### src/rtl/rxres_ring.sv
module rxres_ring #(
  parameter int PW = 16
) (
  input  logic            clk,
  input  logic            rst_n,
  input  logic            wide_mode,
  input  logic            big_endian,
  input  logic            irq_en,
  input  logic            last_full_set,
  input  logic            reg_wr_en,
  input  logic [2:0]      reg_addr,
  input  logic [PW-1:0]   reg_wdata,
  input  logic [2:0]      reg_rd_addr,
  output logic [PW-1:0]   reg_rdata,
  output logic            mem_req_valid,
  input  logic            mem_req_ready,
  output logic [2*PW-1:0] mem_req_addr,
  input  logic            mem_rsp_valid,
  input  logic [2*PW-1:0] mem_rsp_data,
  output logic [2*PW-1:0] buf_addr,
  output logic [2*PW-1:0] buf_words,
  output logic            busy,
  output logic            exhausted,
  output logic            irq,
  output logic            last_full
);
  localparam int AW = 2 * PW;

  typedef enum logic [1:0] {S_IDLE, S_REQ, S_WAIT} st_t;
  st_t st;

  logic [1:0]    fld;
  logic [PW-1:0] start_p, end_p, rd_p, wr_p, upper;
  logic [PW-1:0] hold0, hold1, hold2;

  wire wr_ctl  = reg_wr_en && reg_addr == 3'd0 && reg_wdata[0];
  wire wr_stat = reg_wr_en && reg_addr == 3'd1 && reg_wdata[0];
  wire trig    = st == S_IDLE && (wr_ctl || (wr_stat && exhausted));

  wire [PW-1:0] amask = wide_mode ? ~PW'(3) : ~PW'(1);
  wire [PW-1:0] field = (wide_mode && big_endian) ? mem_rsp_data[AW-1:PW]
                                                  : mem_rsp_data[PW-1:0];
  wire [PW-1:0] adv   = rd_p + (wide_mode ? PW'(16) : PW'(8));
  wire [PW-1:0] nxt   = (adv == end_p) ? start_p : adv;
  wire          done  = st == S_WAIT && mem_rsp_valid && fld == 2'd3;

  assign busy          = st != S_IDLE;
  assign mem_req_valid = st == S_REQ;
  assign mem_req_addr  = {upper, rd_p} + (AW'(fld) << (wide_mode ? 2 : 1));
  assign irq           = exhausted & irq_en;

  always_comb begin
    case (reg_rd_addr)
      3'd0:    reg_rdata = PW'(busy);
      3'd1:    reg_rdata = PW'(exhausted);
      3'd2:    reg_rdata = start_p;
      3'd3:    reg_rdata = end_p;
      3'd4:    reg_rdata = rd_p;
      3'd5:    reg_rdata = wr_p;
      3'd6:    reg_rdata = upper;
      default: reg_rdata = '0;
    endcase
  end

  always_ff @(posedge clk) begin
    if (!rst_n) begin
      st        <= S_IDLE;
      fld       <= '0;
      start_p   <= '0;
      end_p     <= '0;
      rd_p      <= '0;
      wr_p      <= '0;
      upper     <= '0;
      hold0     <= '0;
      hold1     <= '0;
      hold2     <= '0;
      buf_addr  <= '0;
      buf_words <= '0;
      exhausted <= 1'b0;
      last_full <= 1'b0;
    end else begin
      if (reg_wr_en) begin
        case (reg_addr)
          3'd2: start_p <= reg_wdata & amask;
          3'd3: end_p   <= reg_wdata & amask;
          3'd4: rd_p    <= reg_wdata & amask;
          3'd5: wr_p    <= reg_wdata & amask;
          3'd6: upper   <= reg_wdata;
          default: ;
        endcase
      end
      if (wr_stat) exhausted <= 1'b0;
      if (last_full_set) last_full <= 1'b1;

      case (st)
        S_IDLE: if (trig) begin
          st  <= S_REQ;
          fld <= '0;
        end
        S_REQ: if (mem_req_ready) st <= S_WAIT;
        S_WAIT: if (mem_rsp_valid) begin
          case (fld)
            2'd0: hold0 <= field;
            2'd1: hold1 <= field;
            2'd2: hold2 <= field;
            default: ;
          endcase
          if (done) begin
            buf_addr  <= {hold1, hold0};
            buf_words <= {field, hold2};
            rd_p      <= nxt;
            if (nxt == wr_p) exhausted <= 1'b1;
            last_full <= 1'b0;
            st        <= S_IDLE;
          end else begin
            fld <= fld + 2'd1;
            st  <= S_REQ;
          end
        end
        default: st <= S_IDLE;
      endcase
    end
  end
endmodule

### config.mk
export PLATFORM = sky130hd
export DESIGN_NAME = rxres_ring
export DESIGN_NICKNAME = d
export VERILOG_FILES = /design/src/rtl/rxres_ring.sv
export SDC_FILE = /design/constraint.sdc
export NUM_CORES = 1
export LEC_CHECK = 0
export CAP_MARGIN = 30
export CORE_MARGIN = 2
export CORE_UTILIZATION = 34
export DETAILED_ROUTE_END_ITERATION = 10
export GPL_ROUTABILITY_DRIVEN = 0
export PLACE_DENSITY = 0.56
export SYNTH_ARGS = -nofsm -noshare
export SYNTH_HDL_FRONTEND = slang
export SYNTH_SLANG_ARGS = --single-unit
### constraint.sdc
create_clock -name clk -period 7.8 [get_ports clk]
set_input_delay 2.34 -clock clk [delete_from_list [all_inputs] [get_ports clk]]
set_output_delay 2.34 -clock clk [all_outputs]
set_load 0.005 [all_outputs]
==> results.sh <==
export IMPL_outcome="completed"
export IMPL_antenna_found_initial=0
export IMPL_maxCapViolCount=0
export IMPL_arrival_ns=5.31
export IMPL_start_util_pct=34.62
export IMPL_wl_um=32460
export IMPL_placed_cells=1682
export IMPL_clock_latency_ns=0.45
export IMPL_pin_count=180
export IMPL_max_slew_margin_rel_pct=32.55
export IMPL_cts_setup_buffers=0
export IMPL_fin_nets=1393
export IMPL_grt_pass1_wl_um=50380
export IMPL_root_buffer="clkbuf_16"
export IMPL_drtIter0Drc=601
export IMPL_power_density_nw_per_um2=166.9
export IMPL_min_period_over_period_pct=98.06
export IMPL_syn_area_um2=9965
export IMPL_clkPwrFrac_pct=41.6
export IMPL_avgSynthCellArea_um2=8.423
export IMPL_synthFlopType="dfxtp_1"
export IMPL_clock_sinks=195
export IMPL_drv_slew=0
export IMPL_num_rows=62
export IMPL_p_comb_share_pct=10.3
export IMPL_ys_seq_area_share_pct=39.18
export IMPL_vdd_ir_drop_max_v=0.0001428
export IMPL_yosys_top_cells_area="dfxtp_1 (39%), nand2_1 (12%), a21boi_0 (8.3%)"
export IMPL_die_area_um2=30690
export IMPL_placement_io_buffers=179
export IMPL_r2r_end="exhausted"
export IMPL_drc_errors=0
export IMPL_drive_gt1_share_pct=7.148
export IMPL_hold_path_class="reg -> reg"
export IMPL_syn2layout_area_growth_pct=27.36
export IMPL_synthMuxAreaShare_pct=5.412
export IMPL_rsz0062_at_grt="no"
export IMPL_intPower_mw=1.530
export IMPL_clk_pin_slew_worst_paths_ns=0.08
export IMPL_power_leakage_nw=5.380
export IMPL_whs_ns=0.4639
export IMPL_cts_max_path_buffers=2
export IMPL_fin_skew_ns=0.01570
export IMPL_ys_async_sr_fraction_pct=0
export IMPL_yosysMostFrequentCell="nand2_1"
export IMPL_synthAdderAreaFrac_pct=1.783
export IMPL_ys_warn_count=0
export IMPL_ys_ff_latch=195
export IMPL_fp_coreArea_um2=28780
export IMPL_synth_edff_count=0
export IMPL_synthXorXnorAreaFrac_pct=6.115
export IMPL_ff_latch_area_um2=3904
export IMPL_seq_power_share_pct=48.1
export IMPL_cts_tree="done"
export IMPL_crit_type="in -> out"
export IMPL_netlist_cell_type_count=67
export IMPL_diodes=0
export IMPL_place_area_um2=12100
export IMPL_place_hpwl_um=23010
export IMPL_h_tree_depth=4
export IMPL_period_needed_ns=7.649
export IMPL_cp_required_ns=5.46
export IMPL_cp_max_fo=4
export IMPL_rr_startpoint="rd_p[3]"
export IMPL_rr_worst_depth=11
export IMPL_switchingPower_uw=587.7
export IMPL_synth_compound_area_share_pct=22.49
export IMPL_ant_nets=0
export IMPL_setup_tns_ns=0
export IMPL_synth_top_area_share_pct=39.18
export IMPL_cts_hold_buf=0
export IMPL_dieWidth_um=175.2
export IMPL_wl_per_cell_um=18.95
export IMPL_swShare_pct=27.75
export IMPL_synth_simple_gate_area_share_pct=20.94
export IMPL_fin_cells=1713
export IMPL_netlist_instances=1183
export IMPL_num_vias=8942
export IMPL_cts_buffers=17
export IMPL_crit_path_start="wide_mode"
export IMPL_r2r_slack_ns=3.72
export IMPL_die_h_um=175.2
export IMPL_synth_top_area_cell="dfxtp_1"
export IMPL_tightest_slew_ns=1.009
export IMPL_start_kind="input pin"
export IMPL_final_area_um2=12690
export IMPL_grt_usage_pct=21.24
export IMPL_vias_per_cell=5.220
export IMPL_max_freq_ghz=0.1307
export IMPL_grt_max_degree=82
export IMPL_synth_top_family_by_area="compound AO/OA/AOI/OAI gates"
export IMPL_drtPass1Iterations=7
export IMPL_grt_ovfl_total=0
export IMPL_synth_common_cells="nand2_1 (327), dfxtp_1 (195), a21boi_0 (110)"
export IMPL_grt_pass1_vias=8584
export IMPL_finalSetupViolCount=0
export IMPL_crit_path_end_kind="output port"
export IMPL_multi_input_area_um2=5692
export IMPL_hold_violations=0
export IMPL_crit_end="mem_req_addr[20]"
export IMPL_fillers=2810
worst max-delay path, stage by stage:
cell             delay, ns
clkdlybuf4s50_1       0.54
nand2_1               0.06
o21ai_0               0.09
ha_1                  0.29
nor2b_1               0.14
o21a_1                0.18
o21a_1                0.20
o211a_1               0.25
and4_2                0.27
buf_4                 0.14
and3_1                0.17
xor2_1                0.12
clkdlybuf4s50_1       0.51
metrics by stage:
step	utilization [%]	total power [mW]	worst slack, ns
floorplan	-	1.152	1.299
global placement	41.95	1.259	0.1442
detailed placement	42.04	1.259	0.1000
CTS	44.04	2.134	0.09150
global route	44.10	2.191	0.05092
finish	44.10	2.118	0.1515
layout by cell type, fill, tap and decap left out, drive strengths merged, types with 3 or more instances in the layout:
| master | count |
|---|---|
| nor2b | 7 |
| buf | 25 |
| and3 | 18 |
| nand2 | 327 |
| dfxtp | 195 |
| o211a | 66 |
| xnor2 | 26 |
| xor2 | 33 |
| clkdlybuf4s50 | 178 |
| mux2i | 37 |
| a21boi | 110 |
| a31oi | 6 |
| a21oi | 21 |
| a221oi | 15 |
| o21a | 10 |
| nor2 | 32 |
| o211ai | 5 |
| nor4 | 9 |
| o21ai | 14 |
| nor3 | 21 |
| clkinv | 6 |
| or3 | 4 |
| and2 | 9 |
| nand4 | 11 |
| nor3b | 4 |
| or2 | 5 |
| nand3 | 15 |
| mux2 | 15 |
| and4 | 3 |
| a22oi | 16 |
| clkbuf | 18 |
| inv | 21 |
| ha | 11 |
sequential cells by signal (all words and copies together), names as in the netlist:
name	cells
rd_p	16
hold1	16
fld	2
start_p	15
last_full	1
hold0	16
buf_addr	32
end_p	15
upper	16
st	2
exhausted	1
hold2	16
wr_p	15
buf_words	32
layout make-up:
cell class              count  area share, %
inverters                  14         0.4141
repair buffers            203          15.68
well taps                 384          3.786
flip-flops and latches    195          30.76
clock inverters            13          1.134
multi-input cells         886          44.85
clock buffers              18          3.382
what timing repair did:
action	in CTS	in global routing
endpoints found under the hold margin	0	0
endpoints found under the setup margin	0	8
resized for setup	0	6
cell families after synthesis:
group                    Yosys count
multiplexers                      52
flip-flops                       195
buffers and inverters            103
AO/OA/AOI/OAI                    283
adder cells (fa/ha/maj)           13
other                              1
XOR/XNOR                          63
AND/OR/NAND/NOR                  473
power groups by stage:
stage          Combinational (mW)  Clock [mW]  Sequential, mW
2_1_floorplan               0.117           0            1.03
3_3_place_gp                0.216           0            1.04
3_5_place_dp                0.217           0            1.04
4_1_cts                     0.218       0.897            1.02
5_1_grt                     0.235       0.934            1.02
6_report                    0.219       0.880            1.02
per-layer routing:
metal	track usage, %	vias to the layer above	share of wire (%)
met1	28.74	4254	47
li1	-	4381	-
met5	0	-	0
met2	32.45	278	43
met4	6.493	0	1.9
met3	6.353	29	8.0
worst min path at each step:
stage	from	to	slack [ns]	cells past startpoint
2_1_floorplan	hold0[14]	buf_addr[14]	0.44	2
3_3_place_gp	buf_words[11]	buf_words[11]	0.45	2
3_5_place_dp	buf_addr[8]	buf_addr[8]	0.46	2
4_1_cts	hold2[2]	buf_words[2]	0.47	2
5_1_grt	hold2[6]	buf_words[6]	0.49	2
6_report	hold1[3]	buf_addr[19]	0.46	2
Note: power is estimated with default switching activity, not from simulation.
